[config.mk]
export PLATFORM = sky130hd
export DESIGN_NAME = nibble_dram_seq
export DESIGN_NICKNAME = d
export VERILOG_FILES = /design/src/rtl/nds_pkg.sv /design/src/rtl/nds_phase_ring.sv /design/src/rtl/nds_addr_split.sv /design/src/rtl/nds_nib_assembler.sv /design/src/rtl/nds_video_ptr.sv /design/src/rtl/nibble_dram_seq.sv
export SDC_FILE = /design/constraint.sdc
export NUM_CORES = 1
export LEC_CHECK = 0
export BUFFER_PORTS_ARGS = -buffer_cell sky130_fd_sc_hd__buf_2
export CAP_MARGIN = 30
export CORE_MARGIN = 2
export CORE_UTILIZATION = 49
export CTS_CLUSTER_DIAMETER = 150
export CTS_CLUSTER_SIZE = 14
export DETAILED_ROUTE_END_ITERATION = 6
export PLACE_DENSITY = 0.78
export SYNTH_ARGS = -nofsm -noshare
export SYNTH_HDL_FRONTEND = slang
export SYNTH_SLANG_ARGS = --single-unit
[constraint.sdc]
create_clock -name clk_i -period 2.1 [get_ports clk_i]
set_input_delay 0 -clock clk_i [delete_from_list [all_inputs] [get_ports clk_i]]
set_output_delay 0 -clock clk_i [all_outputs]
set_load 0.05 [all_outputs]
[src/rtl/nds_pkg.sv]
package nds_pkg;
  localparam int unsigned NPH = 8;
  localparam int unsigned PH_ROW  = 0;
  localparam int unsigned PH_RAS  = 1;
  localparam int unsigned PH_CAS0 = 2;
  localparam int unsigned PH_HI   = 3;
  localparam int unsigned PH_COL1 = 4;
  localparam int unsigned PH_CAS1 = 5;
  localparam int unsigned PH_LO   = 6;
  localparam int unsigned PH_IDLE = 7;
endpackage

[src/rtl/nds_phase_ring.sv]
module nds_phase_ring #(
  parameter int unsigned N = 8
) (
  input  logic         clk_i,
  input  logic         rst_ni,
  output logic [N-1:0] phase_o
);
  always_ff @(posedge clk_i or negedge rst_ni) begin
    if (!rst_ni) phase_o <= N'(1);
    else         phase_o <= {phase_o[N-2:0], phase_o[N-1]};
  end
endmodule

[src/rtl/nds_addr_split.sv]
module nds_addr_split #(
  parameter int unsigned ADDR_W = 16,
  parameter int unsigned RA_W   = 8
) (
  input  logic [ADDR_W-1:0] row_src_i,
  input  logic [ADDR_W-1:0] col_src_i,
  output logic [RA_W-1:0]   row_o,
  output logic [RA_W-1:0]   col_even_o,
  output logic [RA_W-1:0]   col_odd_o
);
  localparam int unsigned COL_W = RA_W - 1;

  assign row_o      = row_src_i[COL_W+RA_W-1:COL_W];
  assign col_even_o = {col_src_i[COL_W-1:0], 1'b0};
  assign col_odd_o  = {col_src_i[COL_W-1:0], 1'b1};
endmodule

[src/rtl/nds_nib_assembler.sv]
module nds_nib_assembler #(
  parameter int unsigned NIB_W = 4
) (
  input  logic               clk_i,
  input  logic               rst_ni,
  input  logic               hi_en_i,
  input  logic               lo_en_i,
  input  logic [NIB_W-1:0]   nib_i,
  output logic [2*NIB_W-1:0] byte_o
);
  always_ff @(posedge clk_i or negedge rst_ni) begin
    if (!rst_ni)      byte_o <= '0;
    else if (hi_en_i) byte_o <= {nib_i, {NIB_W{1'b0}}};
    else if (lo_en_i) byte_o <= byte_o | {{NIB_W{1'b0}}, nib_i};
  end
endmodule

[src/rtl/nds_video_ptr.sv]
module nds_video_ptr #(
  parameter int unsigned ADDR_W = 16,
  parameter int unsigned STRIDE = 8,
  parameter int unsigned LIMIT  = 32'h8000,
  parameter int unsigned SIZE   = 32'h5000
) (
  input  logic              clk_i,
  input  logic              rst_ni,
  input  logic              load_i,
  input  logic [ADDR_W-1:0] load_addr_i,
  input  logic              adv_i,
  input  logic [ADDR_W-1:0] base_i,
  output logic [ADDR_W-1:0] ptr_o
);
  localparam logic [ADDR_W:0] STRIDE_C = (ADDR_W+1)'(STRIDE);
  localparam logic [ADDR_W:0] LIMIT_C  = (ADDR_W+1)'(LIMIT);
  localparam logic [ADDR_W:0] SIZE_C   = (ADDR_W+1)'(SIZE);
  localparam logic [ADDR_W:0] START_C  = LIMIT_C - SIZE_C;

  logic [ADDR_W:0] sum;
  logic [ADDR_W:0] wrapped;

  always_comb begin
    sum     = {1'b0, base_i} + STRIDE_C;
    wrapped = (sum >= LIMIT_C) ? (sum - SIZE_C) : sum;
  end

  always_ff @(posedge clk_i or negedge rst_ni) begin
    if (!rst_ni)     ptr_o <= START_C[ADDR_W-1:0];
    else if (load_i) ptr_o <= load_addr_i;
    else if (adv_i)  ptr_o <= wrapped[ADDR_W-1:0];
  end
endmodule

[src/rtl/nibble_dram_seq.sv]
module nibble_dram_seq #(
  parameter int unsigned ADDR_W = 16,
  parameter int unsigned RA_W   = 8,
  parameter int unsigned NIB_W  = 4,
  parameter int unsigned STRIDE = 8,
  parameter int unsigned LIMIT  = 32'h8000,
  parameter int unsigned SIZE   = 32'h5000
) (
  input  logic               clk_i,
  input  logic               rst_ni,
  input  logic               video_req_i,
  input  logic               video_load_i,
  input  logic [ADDR_W-1:0]  video_addr_i,
  input  logic [ADDR_W-1:0]  cpu_addr_i,
  input  logic               cpu_rd_i,
  input  logic [NIB_W-1:0]   ram_data_i,
  output logic [RA_W-1:0]    ram_addr_o,
  output logic               ras_n_o,
  output logic               cas_n_o,
  output logic [2*NIB_W-1:0] video_byte_o,
  output logic               video_valid_o,
  output logic [2*NIB_W-1:0] cpu_rdata_o
);
  import nds_pkg::*;

  logic [NPH-1:0]    phase;
  logic [ADDR_W-1:0] ptr;
  logic [ADDR_W-1:0] per_addr_q;
  logic [ADDR_W-1:0] live_addr;
  logic              own_vid_q;
  logic              cpu_rd_q;
  logic [RA_W-1:0]   row, col_even, col_odd;

  nds_phase_ring #(.N(NPH)) i_ring (
    .clk_i(clk_i), .rst_ni(rst_ni), .phase_o(phase)
  );

  // owner decided at the phase-0 edge; the period address is then frozen
  assign live_addr = video_req_i ? ptr : cpu_addr_i;

  always_ff @(posedge clk_i or negedge rst_ni) begin
    if (!rst_ni) begin
      own_vid_q  <= 1'b0;
      cpu_rd_q   <= 1'b0;
      per_addr_q <= '0;
    end else if (phase[PH_ROW]) begin
      own_vid_q  <= video_req_i;
      cpu_rd_q   <= cpu_rd_i;
      per_addr_q <= live_addr;
    end
  end

  nds_addr_split #(.ADDR_W(ADDR_W), .RA_W(RA_W)) i_split (
    .row_src_i (live_addr),
    .col_src_i (per_addr_q),
    .row_o     (row),
    .col_even_o(col_even),
    .col_odd_o (col_odd)
  );

  always_ff @(posedge clk_i or negedge rst_ni) begin
    if (!rst_ni) begin
      ram_addr_o <= '0;
      ras_n_o    <= 1'b1;
      cas_n_o    <= 1'b1;
    end else begin
      if (phase[PH_ROW])  ram_addr_o <= row;
      if (phase[PH_RAS])  begin ras_n_o <= 1'b0; ram_addr_o <= col_even; end
      if (phase[PH_CAS0]) cas_n_o <= 1'b0;
      if (phase[PH_COL1]) begin cas_n_o <= 1'b1; ram_addr_o <= col_odd; end
      if (phase[PH_CAS1]) cas_n_o <= 1'b0;
      if (phase[PH_LO])   cas_n_o <= 1'b1;
      if (phase[PH_IDLE]) ras_n_o <= 1'b1;
    end
  end

  // video and cpu byte builders share one structure
  logic [1:0] hi_en, lo_en;
  logic [1:0][2*NIB_W-1:0] bytes;
  assign hi_en[0] = phase[PH_HI] & own_vid_q;
  assign lo_en[0] = phase[PH_LO] & own_vid_q;
  assign hi_en[1] = phase[PH_HI] & ~own_vid_q & cpu_rd_q;
  assign lo_en[1] = phase[PH_LO] & ~own_vid_q & cpu_rd_q;

  for (genvar g = 0; g < 2; g++) begin : g_asm
    nds_nib_assembler #(.NIB_W(NIB_W)) i_asm (
      .clk_i(clk_i), .rst_ni(rst_ni),
      .hi_en_i(hi_en[g]), .lo_en_i(lo_en[g]),
      .nib_i(ram_data_i), .byte_o(bytes[g])
    );
  end
  assign video_byte_o = bytes[0];
  assign cpu_rdata_o  = bytes[1];

  always_ff @(posedge clk_i or negedge rst_ni) begin
    if (!rst_ni) video_valid_o <= 1'b0;
    else         video_valid_o <= lo_en[0];
  end

  nds_video_ptr #(
    .ADDR_W(ADDR_W), .STRIDE(STRIDE), .LIMIT(LIMIT), .SIZE(SIZE)
  ) i_ptr (
    .clk_i(clk_i), .rst_ni(rst_ni),
    .load_i(video_load_i), .load_addr_i(video_addr_i),
    .adv_i(lo_en[0]), .base_i(per_addr_q),
    .ptr_o(ptr)
  );
endmodule

==> results of run 1 <==
-- critical path, cell delays in order, from the launching register on --
cell and delay, ps:
dfrtp_1 390, ha_4 180, nand4_4 100, nor3_2 200
xnor2_1 130, ha_1 240, or4b_1 500, nand4_1 100
o21ai_0 70
-- timing repair --
item / 4_1_cts / 5_1_grt
resized for setup: 0 / 4
endpoints found under the setup margin: 0 / 3
endpoints found under the hold margin: 59 / 0
hold buffers: 30 / 0
-- worst paths after layout --
| kind | endpoint | slack [ps] | cells after the start | start |
|---|---|---|---|---|
| setup / recovery | i_ptr.ptr_o[14]$_DFFE_PN0P_ | 70 | 8 | per_addr_q[4]$_DFFE_PN0P_ |
| hold / removal | per_addr_q[13]$_DFFE_PN0P_ | 20 | 4 | cpu_addr_i[13] |
| setup reg to reg | i_ptr.ptr_o[14]$_DFFE_PN0P_ | 70 | 8 | per_addr_q[4]$_DFFE_PN0P_ |
| hold reg to reg | i_ring.phase_o[6]$_DFF_PN0_ | 380 | 0 | i_ring.phase_o[5]$_DFF_PN0_ |
| max in group asynchronous | i_ptr.ptr_o[13]$_DFFE_PN1P_ | 1310 | 3 | rst_ni |
| min in group asynchronous | per_addr_q[1]$_DFFE_PN0P_ | 150 | 2 | rst_ni |
-- metal layers --
| metal | vias up | part of all wire (%) |
|---|---|---|
| li1 | 1288 | - |
| met1 | 1267 | 46 |
| met2 | 81 | 47 |
| met3 | 11 | 5.3 |
| met4 | 0 | 1.3 |
| met5 | - | 0 |
-- layout make-up --
class / instances / area [µm²] / area share, %
clock buffers: 12 / 165 / 3.88
clock inverters: 4 / 77.6 / 1.82
inverters: 5 / 18.8 / 0.441
multi-input cells: 222 / 1420 / 33.3
flip-flops and latches: 69 / 1740 / 40.8
well taps: 77 / 96.3 / 2.26
repair buffers: 110 / 746 / 17.5
-- power by group --
part           internal, mW  switching [mW]  total, mW
Combinational         0.110           0.110      0.219
Clock                 0.772           0.512       1.28
Sequential             1.36          0.0165       1.38
Total                  2.24           0.638       2.88
-- logic make-up after synthesis --
group	Yosys count	share of synthesized area (%)
flip-flops	69	54.0
multiplexers	33	10.5
buffers and inverters	22	2.69
AND/OR/NAND/NOR	101	15.6
XOR/XNOR	11	3.00
adder cells (fa/ha/maj)	3	1.17
AO/OA/AOI/OAI	74	13.1
-- metrics by stage --
stage / area, µm² / hold slack, ps
3_3_place_gp: 3700 / -11.8
6_report: 4260 / 17.1
4_1_cts: 4240 / 11.1
5_1_grt: 4260 / 53.9
3_5_place_dp: 3700 / 2.82
2_1_floorplan: 3220 / -296
-- registers in the layout, indices dropped and copies added (netlist names) --
register	count
g_asm.i_asm.byte_o	16
i_ptr.ptr_o	16
per_addr_q	16
i_ring.phase_o	8
ram_addr_o	8
cas_n_o	1
cpu_rd_q	1
own_vid_q	1
ras_n_o	1
video_valid_o	1
-- cells in the final DEF, fill, tap and decap left out, types with 8 or more instances in the layout --
| cell | n |
|---|---|
| clkbuf_8 | 12 |
| buf_4 | 12 |
| a21oi_1 | 27 |
| dfrtp_1 | 62 |
| nand2_1 | 50 |
| nor2_1 | 26 |
| mux2i_1 | 26 |
| o21a_1 | 8 |
| o21ai_0 | 30 |
| buf_2 | 67 |
| dlygate4sd3_1 | 30 |
==> results.md, run 1 <==
- GPL Wtd Cong: 0.860
- DR pass1 iterations: 4
- Worst slew pin tran: slightly below 600 ps
- Final hold violations: 0
- Post-route setup slack: approximately 71 ps
- Setup bufs post-CTS: 0
- Post-synth top area cell: dfrtp_1
- Ys Warns: 0
- Nature of the critical path endpoint: flop
- Initial Util: 50.5%
- Final core occ: about 67%
- Post-DP HPWL: just over 5 mm
- # setup viols final: 0
- Critical Path Start Type: flop
- LEAKAGE: between 2 and 2.5 nW
- RSZ-0062 raised after global routing: yes
- Antenna diode count: 0
- IO Port Bufs: 67
- Avg Cell Area, Syn: a little over 10 µm²
- GRT Util Overall: between 20 and 25%
- First-pass GRT wire length: between 10 and 15 mm
- Synth top area share: between 40% and 50%
- Register area share after synthesis: between 50% and 60%
- Post-synth EDFFs: 0
- WP data arrival: about 2300 ps
- Met2 usage: approximately a third
- Initial antenna violation count: 0
- Die height: between 80 and 90 µm
- Crit Path Class: flop to flop
- Max Buffers Root-to-Sink: 2
- Most frequent cell after synthesis: dfrtp_1
- Met1 usage: a little under a third
- Syn Nets: 357
- Synth cell types: 38
- Status: finished, final reports clean
- Clock transition at path regs: ~70 ps
- Vias per cell: roughly 5.3
- Peak VDD IR: 0.000559 V
- Critical path peak fanout: 5
- Primary FF master, synth: dfrtp_1
- Pwr Total: between 2 and 3 mW
- Synth Instances: 313
- Core area: around 6300 µm²
- Clk Latency, worst-skew pair: between 300 and 400 ps
- Ports: 68
- Largest net degree at the start of global routing: 38
- CTS tree: done
- Layout area overhead: 32.6%
- Hold crit path type: input port to flop
- Die area: just over 7000 µm²
- Maxcap violations: 0
- Async set-reset flop share out of synthesis: between 90% and 100%
- Die W: approximately 85 µm
- Clk root buf: clkbuf_8
- CTS Buf Count: 9
- PwrDens: 677 nW/µm²
- Worst Skew: between 6 and 7 ps
- Htree depth: 3
- Placed insts: roughly 450
- Vias in the first global route: approximately 2700
- Achievable Freq: just under 500 MHz
- Row count: 29
- Vias: between 2000 and 3000
- CP required: between 2000 and 2500 ps
- Post-synth top cells: dfrtp_1, nand2_1, o21ai_0
- Setup tns final: 0 ps
- Gr busiest metal: met2
- Drt total wl: roughly 7.5 mm
- Relative slew slack: between 60% and 70%
- Slew Viols, Final: 0
- Wire per inst: 15.0 µm
- Place WS: between 40 and 50 ps
- Synth area leaders: dfrtp_1, mux2i_1, nand2_1, o21ai_0, a21oi_1
- Met3 usage: ~4%
- DRC: 0
- Number of synthesized register bits: 69
- GRT overflow: 0
- Initial DRC Count: between 150 and 200
- Mapped Area: about 3200 µm²
- CTS sink cnt: between 60 and 70
- Tmin final: roughly 2000 ps
- Number of nets with antenna violations after routing: 0
- Share of cells above drive strength 1: ~29%
- Final period utilization: 96.6%
- Finished Layout Cells: 499
- Fillers: slightly below 500
- Fin nets: approximately 460
(Power assumes the default switching activity.)
==> run 2, diff against run 1 <==
==> constraint.sdc (replaced) <==
create_clock -name clk_i -period 2.1 [get_ports clk_i]
set_input_delay 0.42 -clock clk_i [delete_from_list [all_inputs] [get_ports clk_i]]
set_output_delay 0.42 -clock clk_i [all_outputs]
set_load 0.05 [all_outputs]
==> run 2 against run 1 <==
  * Power fell by 3.4%
  * Flip-flop and latch count did not move
  * Hold slack improved by 4.5 ps
  * Maximum frequency rose by 2.0%
  * Clock skew rose by 6.9 ps
  * Utilization fell by 4.1 points
  * Setup slack improved by 40 ps
  * Combinational power fell by 20%
  * Via count fell by 4.6%
  * Die area did not move
  * Critical endpoint unchanged
  * Largest power group unchanged
==> results.md, run 2 (same netlist as run 1, synthesis figures left out) <==
- Vias: approximately 2500
- Hold crit path type: input port to async pin
- Slew Viols, Final: 0
- Largest net degree at the start of global routing: 38
- First-pass GRT wire length: about 12 mm
- Hold_ws: between 20 and 25 ps
- Nature of the critical path endpoint: flop
- Critical path peak fanout: 5
- Worst Skew: 13.5 ps
- CTS Buf Count: 9
- Number of nets with antenna violations after routing: 0
- Final hold violations: 0
- Tmin final: around 2000 ps
- Most frequent cells in the layout: buf_2, dfrtp_1, nand2_1
- Htree depth: 3
- Finished Layout Cells: roughly 470
- GRT overflow: 0
- CTS tree: done
- DRC: 0
- Initial DRC Count: around 150
- CTS sink cnt: a little under 70
- Crit-path cells: nand4_4 > nor3_4 > xnor2_1 > ha_2 > or4b_1 > nand4_1 > o21ai_0
- Die area: around 7200 µm²
- Final period utilization: 94.7%
- DR pass1 iterations: 5
- GRT Util Overall: between 20% and 30%
- Top flop regs: g_asm.i_asm.byte_o (16), i_ptr.ptr_o (16), per_addr_q (16)
- Layout area overhead: 24.5%
- Peak VDD IR: 0.000463 V
- Vias in the first global route: between 2000 and 3000
- Clk root buf: clkbuf_8
- Design Area, Final: between 3000 and 4000 µm²
- Post-DP HPWL: approximately 5.0 mm
- Critical Path Start Type: flop
- GPL Wtd Cong: ~0.92
- Share of cells above drive strength 1: approximately a third
- Ports: a little under 70
- Fin nets: 436
- # hold bufs at CTS: 0
- PwrDens: 697 nW/µm²
- Max Buffers Root-to-Sink: 2
- # setup viols final: 0
- CP required: roughly 2300 ps
- Die W: ~85 µm
- RSZ-0062 raised after global routing: no
- Cells on worst reg2reg path: 7
- Relative slew slack: 65.8%
- Worst slew pin tran: 514 ps
- WP data arrival: around 2200 ps
- Achievable Freq: ~500 MHz
- Die height: ~85 µm
- Placed insts: 454
- Antenna diode count: 0
- Placed cell areas: roughly 3700 µm²
- Wire per inst: roughly 15 µm
- Drt total wl: 7.05 mm
- IO Port Bufs: 67
- Row count: 29
- Clock transition at path regs: approximately 80 ps
- Commonest non-fill, non-tap cell in the layout: buf_2
- Initial Util: 50.5%
- Core area: 6350 µm²
- Clk Latency, worst-skew pair: 360 ps
- CP max stage cell: or4b_1
- Initial antenna violation count: 0
- Status: finished, final reports clean
- Worst path max stage delay: just over 500 ps
- LEAKAGE: around 1.9 nW
- Maxcap violations: 0
- Vias per cell: between 5 and 6
- Crit Path Class: flop to flop
## run 2: cell count changes in the layout (fill, tap and decap cells not counted), sizes merged
| cell | previous run | this run |
|---|---|---|
| clkinv | 1 | 2 |
| clkbuf | 12 | 9 |
| buf | 80 | 85 |
| dlygate4sd3 | 30 | 0 |
| inv | 6 | 8 |
## run 2: where the power goes
part / internal, mW / switching [mW]
clock: 0.685 / 0.547
combinational: 0.0746 / 0.101
sequential: 1.36 / 0.0159
## run 2: path summary, 6_finish.rpt
check	end	slack [ps]	start
max	i_ptr.ptr_o[14]$_DFFE_PN0P_	110	per_addr_q[11]$_DFFE_PN0P_
min	per_addr_q[8]$_DFFE_PN0P_	20	rst_ni
max reg2reg	i_ptr.ptr_o[14]$_DFFE_PN0P_	110	per_addr_q[11]$_DFFE_PN0P_
min reg2reg	i_ring.phase_o[3]$_DFF_PN0_	380	i_ring.phase_o[2]$_DFF_PN0_
max in group asynchronous	i_ptr.ptr_o[13]$_DFFE_PN1P_	1450	rst_ni
min in group clk_i	i_ptr.ptr_o[7]$_DFFE_PN0P_	270	video_addr_i[7]
## run 2: routing by layer
metal	vias to the layer above	share of wire [%]	GRT usage [%]
met5	-	0	0
met4	0	1.4	8.66
met3	10	5.5	4.86
met2	88	47	31.8
met1	1192	46	28.9
li1	1235	-	-
## run 2: worst max-delay path, delay by kind of cell (launching register included)
kind	cells	cell delay, ps
and+or+nand+nor	4	1060
DFF	1	430
adders and majority gates	1	200
xor gates and xnor gates	1	120
AOI/OAI and AO/OA	1	70
## run 2: layout make-up
class / instances / area (µm²)
repair buffers: 85 / 483
multi-input cells: 222 / 1430
clock buffers: 9 / 124
well taps: 77 / 96.3
inverters: 5 / 18.8
clock inverters: 7 / 104
flip-flops and latches: 69 / 1740
fillers: 494 / 2350
## run 2: what timing repair did
item / in CTS / in global routing
gates resized for setup: 1 / 7
pin swaps: 0 / 4
endpoints found under the setup margin: 1 / 3
setup buffers: 0 / 4
## run 2: metrics by stage
| stage | utilization [%] | setup WS [ps] | setup TNS (ps) | power (mW) |
|---|---|---|---|---|
| CTS | 62.0 | 42.3 | 0 | 2.81 |
| detailed placement | 58.3 | -0.268 | -0.268 | 1.58 |
| global route | 62.9 | 15.7 | 0 | 2.90 |
| finish | 62.9 | 111 | 0 | 2.79 |
| floorplan | - | 31.6 | 0 | 1.49 |
| global placement | 58.3 | 89.1 | 0 | 1.58 |
